## src/rtl/cfgprog_pkg.sv

```systemverilog
package cfgprog_pkg;

  localparam int MEM_AW       = 20;
  localparam int MEM_DW       = 16;
  localparam int SEL_ADDR_BIT = 19;

  localparam int BUS_MODE_BIT = 15;
  localparam int BUS_LAT_HI   = 13;
  localparam int BUS_LAT_LO   = 11;
  localparam int BUS_DRV_BIT  = 5;
  localparam int REF_PAGE_BIT = 7;
  localparam int REF_PAR_HI   = 2;

  localparam int SEQ_CYCLES   = 4;
  localparam int IDX_W        = $clog2(SEQ_CYCLES);

  typedef enum logic [2:0] {
    PH_IDLE,
    PH_ADDR,
    PH_STROBE,
    PH_HOLD,
    PH_GAP
  } phase_t;

  typedef enum logic {
    SQ_IDLE,
    SQ_RUN
  } seq_state_t;

  typedef struct packed {
    logic              is_wr;
    logic              cre;
    logic [MEM_AW-1:0] addr;
    logic [MEM_DW-1:0] data;
  } mem_op_t;

endpackage

```

## src/rtl/cfgprog_init_timer.sv

```systemverilog
module cfgprog_init_timer #(
  parameter int INIT_CYCLES = 15000
) (
  input  logic clk,
  input  logic rst_n,
  output logic init_done
);
  localparam int CW = $clog2(INIT_CYCLES + 1);

  logic [CW-1:0] cnt;

  always_ff @(posedge clk or negedge rst_n) begin
    if (!rst_n) begin
      cnt       <= '0;
      init_done <= 1'b0;
    end else if (!init_done) begin
      if (cnt == CW'(INIT_CYCLES - 1)) begin
        init_done <= 1'b1;
      end else begin
        cnt <= cnt + 1'b1;
      end
    end
  end
endmodule

```

## src/rtl/cfgprog_cycle_engine.sv

```systemverilog
module cfgprog_cycle_engine
  import cfgprog_pkg::*;
#(
  parameter int STROBE_CYCLES = 3
) (
  input  logic              clk,
  input  logic              rst_n,
  input  logic              start,
  input  mem_op_t           op,
  output logic              idle,
  output logic              cyc_done,
  output logic [MEM_AW-1:0] mem_addr,
  output logic [MEM_DW-1:0] mem_dq_out,
  output logic              mem_dq_oe,
  output logic              mem_cre,
  output logic              mem_ce_n,
  output logic              mem_adv_n,
  output logic              mem_we_n,
  output logic              mem_oe_n,
  output logic [1:0]        mem_be_n
);
  localparam int CW = (STROBE_CYCLES > 1) ? $clog2(STROBE_CYCLES) : 1;

  phase_t        ph;
  logic [CW-1:0] cnt;
  mem_op_t       op_q;
  logic          active;
  logic          strobe;

  always_ff @(posedge clk or negedge rst_n) begin
    if (!rst_n) begin
      ph   <= PH_IDLE;
      cnt  <= '0;
      op_q <= '0;
    end else begin
      case (ph)
        PH_IDLE: begin
          if (start) begin
            op_q <= op;
            ph   <= PH_ADDR;
          end
        end
        PH_ADDR: begin
          cnt <= CW'(STROBE_CYCLES - 1);
          ph  <= PH_STROBE;
        end
        PH_STROBE: begin
          if (cnt == '0) begin
            ph <= PH_HOLD;
          end else begin
            cnt <= cnt - 1'b1;
          end
        end
        PH_HOLD: ph <= PH_GAP;
        PH_GAP:  ph <= PH_IDLE;
        default: ph <= PH_IDLE;
      endcase
    end
  end

  always_comb begin
    active     = (ph == PH_ADDR) || (ph == PH_STROBE) || (ph == PH_HOLD);
    strobe     = (ph == PH_STROBE);
    idle       = (ph == PH_IDLE);
    cyc_done   = (ph == PH_GAP);
    mem_ce_n   = !active;
    mem_adv_n  = !active;
    mem_we_n   = !(strobe && op_q.is_wr);
    mem_oe_n   = !(strobe && !op_q.is_wr);
    mem_cre    = active && op_q.cre;
    mem_addr   = active ? op_q.addr : '0;
    mem_dq_oe  = active && (ph != PH_ADDR) && op_q.is_wr && !op_q.cre;
    mem_dq_out = mem_dq_oe ? op_q.data : '0;
    mem_be_n   = active ? 2'b00 : 2'b11;
  end
endmodule

```

## src/rtl/cfgprog_sequencer.sv

```systemverilog
module cfgprog_sequencer
  import cfgprog_pkg::*;
(
  input  logic              clk,
  input  logic              rst_n,
  input  logic              init_done,
  input  logic              req_valid,
  output logic              req_ready,
  input  logic              req_use_seq,
  input  logic              req_sel_bus,
  input  logic [MEM_DW-1:0] req_value,
  input  logic              eng_idle,
  input  logic              cyc_done,
  output logic              cyc_start,
  output mem_op_t           op,
  output logic              done,
  output logic              commit,
  output logic              commit_sel,
  output logic [MEM_DW-1:0] commit_val
);
  seq_state_t        state;
  logic [IDX_W-1:0]  idx;
  logic              use_seq_q;
  logic              sel_q;
  logic [MEM_DW-1:0] val_q;
  logic              last;
  logic              take;

  assign req_ready  = init_done && (state == SQ_IDLE);
  assign take       = req_valid && req_ready;
  assign last       = use_seq_q ? (idx == IDX_W'(SEQ_CYCLES - 1)) : (idx == '0);
  assign cyc_start  = (state == SQ_RUN) && eng_idle;
  assign commit     = (state == SQ_RUN) && cyc_done && last;
  assign commit_sel = sel_q;
  assign commit_val = val_q;

  always_ff @(posedge clk or negedge rst_n) begin
    if (!rst_n) begin
      state     <= SQ_IDLE;
      idx       <= '0;
      use_seq_q <= 1'b0;
      sel_q     <= 1'b0;
      val_q     <= '0;
      done      <= 1'b0;
    end else begin
      case (state)
        SQ_IDLE: begin
          if (take) begin
            use_seq_q <= req_use_seq;
            sel_q     <= req_sel_bus;
            val_q     <= req_value;
            idx       <= '0;
            done      <= 1'b0;
            state     <= SQ_RUN;
          end
        end
        SQ_RUN: begin
          if (cyc_done) begin
            if (last) begin
              done  <= 1'b1;
              state <= SQ_IDLE;
            end else begin
              idx <= idx + 1'b1;
            end
          end
        end
        default: state <= SQ_IDLE;
      endcase
    end
  end

  always_comb begin
    op = '0;
    if (use_seq_q) begin
      op.addr = '1;
      case (idx)
        IDX_W'(2): begin
          op.is_wr = 1'b1;
          op.data  = {{(MEM_DW-1){1'b0}}, sel_q};
        end
        IDX_W'(3): begin
          op.is_wr = 1'b1;
          op.data  = val_q;
        end
        default: op.is_wr = 1'b0;
      endcase
    end else begin
      op.is_wr              = 1'b1;
      op.cre                = 1'b1;
      op.addr[MEM_DW-1:0]   = val_q;
      op.addr[SEL_ADDR_BIT] = sel_q;
    end
  end
endmodule

```

## src/rtl/cfgprog_shadow.sv

```systemverilog
module cfgprog_shadow
  import cfgprog_pkg::*;
#(
  parameter logic [MEM_DW-1:0] BUS_RESET = 16'h9D4F,
  parameter logic [MEM_DW-1:0] REF_RESET = 16'h0010
) (
  input  logic              clk,
  input  logic              rst_n,
  input  logic              commit,
  input  logic              commit_sel,
  input  logic [MEM_DW-1:0] commit_val,
  output logic [MEM_DW-1:0] bus_q,
  output logic [MEM_DW-1:0] ref_q
);
  logic [1:0][MEM_DW-1:0] word_q;

  for (genvar g = 0; g < 2; g++) begin : g_word
    localparam logic [MEM_DW-1:0] RST = (g == 1) ? BUS_RESET : REF_RESET;
    always_ff @(posedge clk or negedge rst_n) begin
      if (!rst_n) begin
        word_q[g] <= RST;
      end else if (commit && (commit_sel == (g == 1))) begin
        word_q[g] <= commit_val;
      end
    end
  end

  assign bus_q = word_q[1];
  assign ref_q = word_q[0];
endmodule

```

## src/rtl/cfgreg_prog.sv

```systemverilog
module cfgreg_prog
  import cfgprog_pkg::*;
#(
  parameter int                INIT_CYCLES   = 15000,
  parameter int                STROBE_CYCLES = 3,
  parameter logic [MEM_DW-1:0] BUS_RESET     = 16'h9D4F,
  parameter logic [MEM_DW-1:0] REF_RESET     = 16'h0010
) (
  input  logic              clk,
  input  logic              rst_n,
  input  logic              req_valid,
  output logic              req_ready,
  input  logic              req_use_seq,
  input  logic              req_sel_bus,
  input  logic [MEM_DW-1:0] req_value,
  output logic [MEM_AW-1:0] mem_addr,
  output logic [MEM_DW-1:0] mem_dq_out,
  output logic              mem_dq_oe,
  output logic              mem_cre,
  output logic              mem_ce_n,
  output logic              mem_adv_n,
  output logic              mem_we_n,
  output logic              mem_oe_n,
  output logic [1:0]        mem_be_n,
  output logic              done,
  output logic [MEM_DW-1:0] bus_cfg,
  output logic [MEM_DW-1:0] ref_cfg,
  output logic              cfg_sync,
  output logic [2:0]        cfg_latency,
  output logic              cfg_drive_low,
  output logic              cfg_page_en,
  output logic [2:0]        cfg_par
);
  logic              init_done;
  logic              eng_idle;
  logic              cyc_done;
  logic              cyc_start;
  mem_op_t           op;
  logic              commit;
  logic              commit_sel;
  logic [MEM_DW-1:0] commit_val;

  cfgprog_init_timer #(.INIT_CYCLES(INIT_CYCLES)) u_timer (
    .clk       (clk),
    .rst_n     (rst_n),
    .init_done (init_done)
  );

  cfgprog_sequencer u_seq (
    .clk         (clk),
    .rst_n       (rst_n),
    .init_done   (init_done),
    .req_valid   (req_valid),
    .req_ready   (req_ready),
    .req_use_seq (req_use_seq),
    .req_sel_bus (req_sel_bus),
    .req_value   (req_value),
    .eng_idle    (eng_idle),
    .cyc_done    (cyc_done),
    .cyc_start   (cyc_start),
    .op          (op),
    .done        (done),
    .commit      (commit),
    .commit_sel  (commit_sel),
    .commit_val  (commit_val)
  );

  cfgprog_cycle_engine #(.STROBE_CYCLES(STROBE_CYCLES)) u_eng (
    .clk        (clk),
    .rst_n      (rst_n),
    .start      (cyc_start),
    .op         (op),
    .idle       (eng_idle),
    .cyc_done   (cyc_done),
    .mem_addr   (mem_addr),
    .mem_dq_out (mem_dq_out),
    .mem_dq_oe  (mem_dq_oe),
    .mem_cre    (mem_cre),
    .mem_ce_n   (mem_ce_n),
    .mem_adv_n  (mem_adv_n),
    .mem_we_n   (mem_we_n),
    .mem_oe_n   (mem_oe_n),
    .mem_be_n   (mem_be_n)
  );

  cfgprog_shadow #(.BUS_RESET(BUS_RESET), .REF_RESET(REF_RESET)) u_shadow (
    .clk        (clk),
    .rst_n      (rst_n),
    .commit     (commit),
    .commit_sel (commit_sel),
    .commit_val (commit_val),
    .bus_q      (bus_cfg),
    .ref_q      (ref_cfg)
  );

  assign cfg_sync      = !bus_cfg[BUS_MODE_BIT];
  assign cfg_latency   = bus_cfg[BUS_LAT_HI:BUS_LAT_LO];
  assign cfg_drive_low = bus_cfg[BUS_DRV_BIT];
  assign cfg_page_en   = ref_cfg[REF_PAGE_BIT];
  assign cfg_par       = ref_cfg[REF_PAR_HI:0];
endmodule

```

## config.mk

```make
export PLATFORM = sky130hd
export DESIGN_NAME = cfgreg_prog
export DESIGN_NICKNAME = d
export VERILOG_FILES = /design/src/rtl/cfgprog_pkg.sv /design/src/rtl/cfgprog_init_timer.sv /design/src/rtl/cfgprog_cycle_engine.sv /design/src/rtl/cfgprog_sequencer.sv /design/src/rtl/cfgprog_shadow.sv /design/src/rtl/cfgreg_prog.sv
export SDC_FILE = /design/constraint.sdc
export NUM_CORES = 1
export LEC_CHECK = 0
export CAP_MARGIN = 10
export CORE_MARGIN = 2
export CORE_UTILIZATION = 46
export DETAILED_ROUTE_END_ITERATION = 10
export PLACE_DENSITY = 0.74
export SYNTH_ARGS = -nofsm -noshare
export SYNTH_HDL_FRONTEND = slang
export SYNTH_SLANG_ARGS = --single-unit
```

## constraint.sdc

```tcl
create_clock -name clk -period 1.9 [get_ports clk]
set_input_delay 0.285 -clock clk [delete_from_list [all_inputs] [get_ports clk]]
set_output_delay 0.285 -clock clk [all_outputs]
set_load 0.03 [all_outputs]
```

==> results of run 1 <==
==> layer usage <==
layer,track usage [%],vias to the layer above
met5,0,-
met4,6.12,0
met3,3.34,8
met2,32.1,91
met1,26.4,1664
li1,-,1581
==> per-stage QoR <==
step           total power, W  cell area (µm²)
2_1_floorplan         0.00239             4870
3_3_place_gp          0.00248             6060
3_5_place_dp          0.00248             6060
4_1_cts               0.00382             6400
5_1_grt               0.00391             6650
6_report              0.00378             6650
==> cells by family (layout without fill, tap and decap cells) <==
group	after synthesis	after routing	share of synthesized area, %
compound gates	44	44	6.28
xor+xnor	13	13	2.34
fa+ha+maj	6	6	1.55
buf+inv	45	170	5.18
flops	110	110	56.9
mux	55	55	13.5
simple gates	129	129	14.2
==> cells in the mapped netlist (2+ instances only) <==
cell	n	area share (%)
and2_1	36	4.6
dfrtp_1	99	51
mux2_1	41	9.5
a22o_1	15	2.7
nand4_1	7	0.90
nand2_1	15	1.2
and3_1	3	0.39
nor3b_1	2	0.31
buf_6	3	0.70
nand2b_1	2	0.26
ha_1	6	1.5
buf_4	13	2.0
nor3_1	2	0.21
or3_1	2	0.26
dfstp_2	11	5.9
mux2_4	11	3.4
o21a_1	2	0.31
xor2_1	5	0.90
nor2_1	46	3.6
nand3_1	2	0.21
buf_2	9	0.93
a21oi_1	20	2.1
nor2b_1	3	0.39
a31oi_1	2	0.26
clkbuf_1	8	0.62
xnor2_1	8	1.4
mux2i_1	3	0.62
inv_1	10	0.77
==> placed cells by master, fill, tap and decap left out, types with 3 or more instances in the layout <==
cell type / instances
nor2_1: 45
clkdlybuf4s50_1: 48
nand2_1: 15
and2_1: 10
buf_6: 44
buf_12: 6
dfrtp_1: 97
dlygate4sd2_1: 7
mux2i_1: 3
inv_1: 9
a21oi_1: 20
and2_4: 26
nor2b_1: 3
xnor2_1: 8
nand4_1: 7
and3_1: 3
xor2_1: 5
dfstp_2: 11
dlymetal6s2s_1: 7
clkbuf_2: 4
ha_1: 6
mux2_4: 18
a22o_1: 15
buf_4: 24
clkbuf_8: 9
mux2_1: 34
==> final cells by class <==
type,instances,area (µm²)
well taps,136,170
multi-input cells,247,1980
clock buffers,9,124
clock inverters,7,62.6
inverters,11,41.3
repair buffers,143,1510
flip-flops and latches,110,2770
fillers,790,3630
==> timing repair <==
action                                 in CTS  in global routing
hold buffers                                1                  0
gates resized for setup                    47                 69
setup endpoints to repair                  63                 74
endpoints found under the hold margin      24                  0
pin swaps                                   8                 10
gates cloned                                1                  3
setup buffers                               5                  2
==> flip-flops by register name, indices dropped and copies added, names as in the netlist <==
register,flops
u_seq.done,1
u_seq.commit_val,16
u_seq.commit_sel,1
u_shadow.bus_q,16
u_seq.state,1
u_eng.op_q,36
u_eng.ph,3
u_shadow.ref_q,16
u_timer.cnt,14
u_seq.use_seq_q,1
u_timer.init_done,1
u_seq.idx,2
u_eng.cnt,2
==> power breakdown <==
part	leakage [nW]	internal, W	switching (W)
sequential	1.46	0.00234	0
combinational	1.85	0.0000436	0.0000512
clock	0.0980	0.000508	0.000832
==> how the worst min path moves through the flow <==
stage | from | endpoint | slack, ps | cells after the start
floorplan | rst_n | u_eng.cnt[0] | -10 | 0
global placement | rst_n | u_timer.cnt[1] | 240 | 1
detailed placement | rst_n | u_timer.cnt[0] | 240 | 1
CTS | rst_n | u_timer.cnt[5] | 370 | 2
global route | rst_n | u_eng.op_q[26] | 400 | 2
finish | rst_n | u_timer.cnt[11] | 370 | 2
==> results_dict.tcl, run 1 <==
set metrics [dict create \
    outcome "complete, but fails checks" \
    violations "negative setup slack" \
    cp_top_family "simple AND/OR/NAND/NOR gates" \
    required_ps 1620 \
    r2r_cells 6 \
    row_count 37 \
    p_leak_nw 3.41 \
    wl_met3_um 537 \
    crit_chain "nand2b_4 > nor3b_4 > buf_4 > buf_6 > and2_4 > buf_12" \
    ys_seq_area_share_pct 56.9 \
    worst-path-stages 6 \
    clk_pin_slew_ps 110 \
    rrSetupSlack_ps 40 \
    grtUsageTotal_pct 19.5 \
    crit_path_start "u_eng.ph[2]" \
    drive_gt1_share_pct 31.1 \
    maxCapViolations 0 \
    final.period_utilization_pct 104 \
    port_buffers 107 \
    wl_per_cell_um 17.0 \
    power_density_nw_per_um2 568 \
    routed_via_density 5.04 \
    insertion_delay_ps 380 \
    overflow 0 \
    setup_viol 20 \
    syn_inst 402 \
    wl_met1_um 5060 \
    die_x_um 107 \
    slowest_stage "dfrtp_2" \
    final_cells 663 \
    finalWorstSetupSlack_ps -69.1 \
    post-dp-hpwl_um 7590 \
    synth.avg_cell_area_um2 12.1 \
    cpPeakStageDelay_ps 420 \
    slew_headroom_pct 72.1 \
    crit_end "mem_dq_out[0]" \
    post_synth_num_cell_types 44 \
    cts_max_level 3 \
    fin_skew_ps 19.1 \
    areaGrowthSynthToFinish_pct 36.9 \
    antenna_found_initial 0 \
    reg2reg_from "u_eng.ph[1]" \
    synth_seq_cells 110 \
    tritoncts "done" \
    async_reset_ff_share_pct 100 \
    diodes 0 \
    cp.arrival_ps 1680 \
    gp_congestion 0.785 \
    wirelength_um 11300 \
    synthFlopType "dfrtp_1" \
    syn_area_um2 4860 \
    die_y_um 107 \
    ant_nets 0 \
    slew_viol_final 0 \
    cts_buffer_depth 2 \
    rsz0062_at_grt "true" \
    dr.pass1.iters 5 \
    utilization_pct 64.7 \
    holdCritPathClass "input pin to async pin" \
    crit_fanout 5 \
    nNetsFinal 549 \
    finalHoldViolCount 0 \
    grt_pass1_vias 3377 \
    vias 3344 \
    clock-sinks 110 \
    top_level_ports 108 \
    wl_met2_um 5550 \
    peakVddDrop_mv 0.490 \
    crit_buf_inv 3 \
    timing.setup.tns_ps -761 \
    fmax_ghz 0.508 \
    core_area_um2 10300 \
    grt_max_degree 45 \
    yosysWarnings 0 \
    grt_pass1_wl_um 17100 \
    synth_edf_count 0 \
    post-route-min-period_ps 1970 \
    numCtsBuffers 9 \
    root_buffer "clkbuf_8" \
    start_util_pct 47.3 \
    tightest_slew_ps 413 \
    worstSetupPathType "register to output port" \
    drc_errors 0 \
    syn_nets 429 \
    dp.cells 635 \
    timing.rr.end "u_shadow.bus_q[5]" \
    whs_ps 367 \
    start_kind "register" \
    worstSetupEndpointType "output port" \
    drt_iter0_drc 119 \
    die-area_um2 11400 \
    preCtsSetupSlack_ps -14.7 \
    dr.max_layer_used "met4" \
]
(Power assumes the default switching activity.)
==> run 2, diff against run 1 <==
--- a/config.mk
+++ b/config.mk
@@ -9,6 +9,7 @@
 export CORE_MARGIN = 2
 export CORE_UTILIZATION = 46
 export DETAILED_ROUTE_END_ITERATION = 10
+export MAX_ROUTING_LAYER = met4
 export PLACE_DENSITY = 0.74
 export SYNTH_ARGS = -nofsm -noshare
 export SYNTH_HDL_FRONTEND = slang
==> run 2 against run 1 <==
The run still ends with negative setup slack left. Sequential cell count stayed put. Clock power barely moved. Critical path depth is the same.
==> results_dict.tcl, run 2 (synthesized netlist as in run 1, its figures left out) <==
set metrics [dict create \
    outcome "complete, but fails checks" \
    violations "negative setup slack" \
    port_buffers 107 \
    seq_power_share_pct 62.0 \
    drc_errors 0 \
    fin_skew_ps 20.3 \
    mostFrequentLayoutCells "dfrtp_1 (97), clkdlybuf4s50_1 (48), nor2_1 (45), buf_6 (44), mux2_1 (34)" \
    insertion_delay_ps 380 \
    final_cell_area_um2 6650 \
    root_buffer "clkbuf_8" \
    rsz0062_at_grt "true" \
    pwr-share-comb_pct 2.5 \
    fmax_ghz 0.510 \
    die-area_um2 11400 \
    top_register "u_eng.op_q" \
    finalWorstSetupSlack_ps -62.5 \
    holdCritPathClass "input pin to async pin" \
    wirelength_um 11300 \
    grt_max_degree 45 \
    crit_fanout 5 \
    row_count 37 \
    vias 3356 \
    worstSetupPathType "register to output port" \
    post-route-min-period_ps 1960 \
    antenna_found_initial 0 \
    grt_pass1_vias 3380 \
    place_area_um2 6060 \
    p_leak_nw 3.41 \
    whs_ps 369 \
    core_area_um2 10300 \
    top_level_ports 108 \
    tritoncts "done" \
    finalHoldViolCount 0 \
    dr.pass1.iters 5 \
    areaGrowthSynthToFinish_pct 36.9 \
    nNetsFinal 549 \
    peakVddDrop_mv 0.492 \
    grtUsageTotal_pct 20.0 \
    switching_share_pct 23.4 \
    diodes 0 \
    power.total_w 0.00377 \
    maxCapViolations 0 \
    routed_via_density 5.06 \
    power_density_nw_per_um2 568 \
    die_x_um 107 \
    wl_per_cell_um 17.0 \
    worstSetupEndpointType "output port" \
    final.period_utilization_pct 103 \
    power_switching_w 0.000883 \
    start_kind "register" \
    clk_pin_slew_ps 110 \
    setup_viol 20 \
    cts_max_level 3 \
    power.clock.fraction_pct 35.5 \
    grt_pass1_wl_um 17100 \
    drive_gt1_share_pct 31.1 \
    overflow 0 \
    p_int_w 0.00289 \
    post-dp-hpwl_um 7590 \
    numCtsBuffers 9 \
    utilization_pct 64.7 \
    start_util_pct 47.3 \
    slew_headroom_pct 71.6 \
    gp_congestion 0.796 \
    cts_buffer_depth 2 \
    tightest_slew_ps 420 \
    ant_nets 0 \
    die_y_um 107 \
    final_common_cell "dfrtp_1" \
    required_ps 1620 \
    clock-sinks 110 \
    slew_viol_final 0 \
    cp.arrival_ps 1680 \
    largest_reg_flops 36 \
    drt_iter0_drc 113 \
]
## run 2: cell counts in the layout (fill, tap and decap cells not counted)
Identical to the previous run, type by type.
## run 2: repair_timing
action / in CTS / in global routing
pin swaps: 8 / 10
hold buffers: 1 / 0
gates cloned: 1 / 3
gates resized for setup: 47 / 69
endpoints found under the setup margin: 63 / 74
buffers inserted: 5 / 2
endpoints found under the hold margin: 24 / 0
## run 2: area by class of cell
class                   instances  area [µm²]
flip-flops and latches        110        2770
multi-input cells             247        1980
clock inverters                 7        62.6
fillers                       790        3630
repair buffers                143        1510
clock buffers                   9         124
inverters                      11        41.3
well taps                     136         170
## run 2: critical path: stages (launching register included)
cell and delay [ps]:
dfrtp_2 420, nand2b_4 160, nor3b_4 200, buf_6 130, buf_6 110, and2_4 160, buf_6 130
## run 2: metal layers
layer	part of all wire [%]	routed length (µm)	global-route usage, %
met4	1.1	120	6.12
met1	46	5140	26.6
met5	0	0	-
met2	49	5550	32.2
met3	4.1	458	2.92
## run 2: path summary, 6_finish.rpt
kind / slack, ps / depth (start not counted) / end / from
max: -60 / 6 / mem_dq_out[3] / u_eng.ph[2]
min in group clk: 480 / 1 / u_timer.cnt[13] / u_timer.cnt[13]
min reg2reg: 480 / 1 / u_timer.cnt[13] / u_timer.cnt[13]
max in group asynchronous: 840 / 3 / u_shadow.bus_q[15] / rst_n
min: 370 / 2 / u_timer.cnt[11] / rst_n
max reg2reg: 40 / 6 / u_shadow.bus_q[5] / u_eng.ph[1]
## run 2: power groups by stage
stage,registers [W],logic (W),clock network [W]
global route,0.00234,0.000108,0.00146
floorplan,0.00239,0.000000396,0
detailed placement,0.00239,0.0000973,0
CTS,0.00234,0.0000990,0.00138
global placement,0.00239,0.0000960,0
finish,0.00234,0.0000948,0.00134
## run 2: metrics by stage
stage,TNS (ps),setup WS [ps],instances
final,-746,-62.5,663
after global routing,-2370,-116,663
after CTS,-686,-51.0,658
after detailed placement,-32.8,-14.7,635
after global placement,0,65.8,635
after floorplan,0,37.4,402
==> run 3, diff against run 2 <==
==> constraint.sdc (replaced) <==
create_clock -name clk -period 1.9 [get_ports clk]
set_input_delay 0.57 -clock clk [delete_from_list [all_inputs] [get_ports clk]]
set_output_delay 0.57 -clock clk [all_outputs]
set_load 0.03 [all_outputs]
==> run 3 against run 2 <==
The run still ends with negative setup slack left. Critical path type unchanged. Register-to-register slack hardly changed. Setup slack worse by 270 ps. Sequential share of layout area is 1.1 points lower.
==> results_dict.tcl, run 3 (synthesized netlist as in run 1, its figures left out) <==
set metrics [dict create \
    cpPeakStageDelay_ps 410 \
    insertion_delay_ps 370 \
    core_area_um2 10300 \
    final.period_utilization_pct 117 \
    rrSetupSlack_ps 30 \
    numCtsBuffers 9 \
    fmax_ghz 0.449 \
    hold_buffers 0 \
    drt_iter0_drc 159 \
    worstSetupEndpointType "output port" \
    timing.rr.end "u_shadow.ref_q[12]" \
    timing.setup.tns_ps -11500 \
    crit_top_cell "buf_6" \
    grt_pass1_vias 3584 \
    holdCritPathClass "input pin to async pin" \
    largest_reg_flops 36 \
    p_leak_nw 3.49 \
    die_x_um 107 \
    reg2reg_from "u_seq.idx[0]" \
    routed_via_density 5.25 \
    crit_end "mem_dq_out[4]" \
    cts_buffer_depth 2 \
    top_register "u_eng.op_q" \
    start_kind "register" \
    rsz0062_at_grt "true" \
    overflow 0 \
    finalHoldViolCount 0 \
    finalWorstSetupSlack_ps -328 \
    power_switching_w 0.000827 \
    grtUsageTotal_pct 22.1 \
    wirelength_um 12000 \
    port_buffers 107 \
    grt_max_degree 38 \
    wl_per_cell_um 18.2 \
    drive_gt1_share_pct 37.2 \
    whs_ps 115 \
    cp.arrival_ps 1660 \
    top_level_ports 108 \
    outcome "complete, but fails checks" \
    vias 3481 \
    setup_viol 44 \
    row_count 37 \
    r2r_cells 7 \
    final_common_cell "dfrtp_1" \
    power_density_nw_per_um2 564 \
    antenna_found_initial 0 \
    slew_headroom_pct 69.6 \
    maxCapViolations 0 \
    slowest_stage "dfrtp_1" \
    pwr-share-comb_pct 2.6 \
    post-route-min-period_ps 2230 \
    root_buffer "clkbuf_8" \
    grt_pass1_wl_um 18900 \
    seq_power_share_pct 60.7 \
    areaGrowthSynthToFinish_pct 40.6 \
    tritoncts "done" \
    gp_congestion 0.773 \
    fin_skew_ps 11.0 \
    drc_errors 0 \
    tightest_slew_ps 450 \
    post-dp-hpwl_um 7760 \
    crit_path_start "u_eng.ph[2]" \
    start_util_pct 47.3 \
    clk_pin_slew_ps 100 \
    dr.pass1.iters 4 \
    die-area_um2 11400 \
    nNetsFinal 551 \
    worstSetupPathType "register to output port" \
    violations "negative setup slack" \
    ant_nets 0 \
    diodes 0 \
    crit_chain "nand2b_4 > nor3b_4 > buf_6 > and2_4 > buf_6" \
    clock-sinks 110 \
    crit_fanout 9 \
    die_y_um 107 \
    switching_share_pct 21.4 \
    power.clock.fraction_pct 36.7 \
    mostFrequentLayoutCells "dfrtp_1 (97), buf_6 (48), nor2_1 (44), and2_4 (34), mux2_4 (29)" \
    required_ps 1330 \
    peakVddDrop_mv 0.352 \
    cts_max_level 3 \
    p_int_w 0.00303 \
    slew_viol_final 0 \
]
## run 3: layout make-up
class	count	area, µm²
Fill cell	758	3440
Sequential cell	110	2770
Multi-Input combinational cell	247	2070
Timing Repair Buffer	145	1580
Tap cell	136	170
Clock buffer	10	138
Clock inverter	4	55.1
Inverter	11	48.8
## run 3: worst max-delay path, delay by kind of cell (launching register included)
family,cells,cell delay (ps)
DFF,1,410
and+or+nand+nor,3,560
buffers and inverters,2,300
## run 3: how the worst min path moves through the flow
| stage | from | endpoint | slack, ps | depth (start not counted) |
|---|---|---|---|---|
| after floorplan | rst_n | u_eng.cnt[0] | 270 | 0 |
| after global placement | u_timer.cnt[13] | u_timer.cnt[13] | 460 | 1 |
| after detailed placement | u_timer.cnt[13] | u_timer.cnt[13] | 460 | 1 |
| after CTS | rst_n | u_seq.commit_val[14] | 120 | 1 |
| after global routing | rst_n | u_shadow.bus_q[9] | 130 | 1 |
| final | rst_n | u_seq.commit_val[14] | 120 | 1 |
## run 3: what timing repair did
action                     CTS  global route
pin swaps                    5            19
setup buffers                7             4
cloned                       4             2
resized for setup          129            47
setup endpoints to repair  108           100
## run 3: per-layer routing
layer	share of wire, %	track usage, %	vias to the layer above
met5	0	-	-
met4	2.2	8.53	0
met3	4.7	4.26	20
met2	48	33.5	96
met1	45	29.7	1769
li1	-	-	1596
## run 3: power groups by stage
stage	registers (W)	logic (W)	clock network, W
final	0.00234	0.0000985	0.00142
after global routing	0.00234	0.000111	0.00154
after CTS	0.00234	0.000102	0.00143
after detailed placement	0.00239	0.000101	0
after global placement	0.00239	0.000101	0
after floorplan	0.00239	0.000000396	0
## run 3: stage by stage
stage	util (%)	cell area, µm²	worst slack, ps	cells	total power [W]
floorplan	-	4910	-4.27	402	0.00239
global placement	59.6	6130	82.3	635	0.00249
detailed placement	59.6	6130	-15.6	635	0.00249
CTS	65.2	6700	-355	660	0.00388
global route	66.5	6830	-397	663	0.00399
finish	66.5	6830	-328	663	0.00386
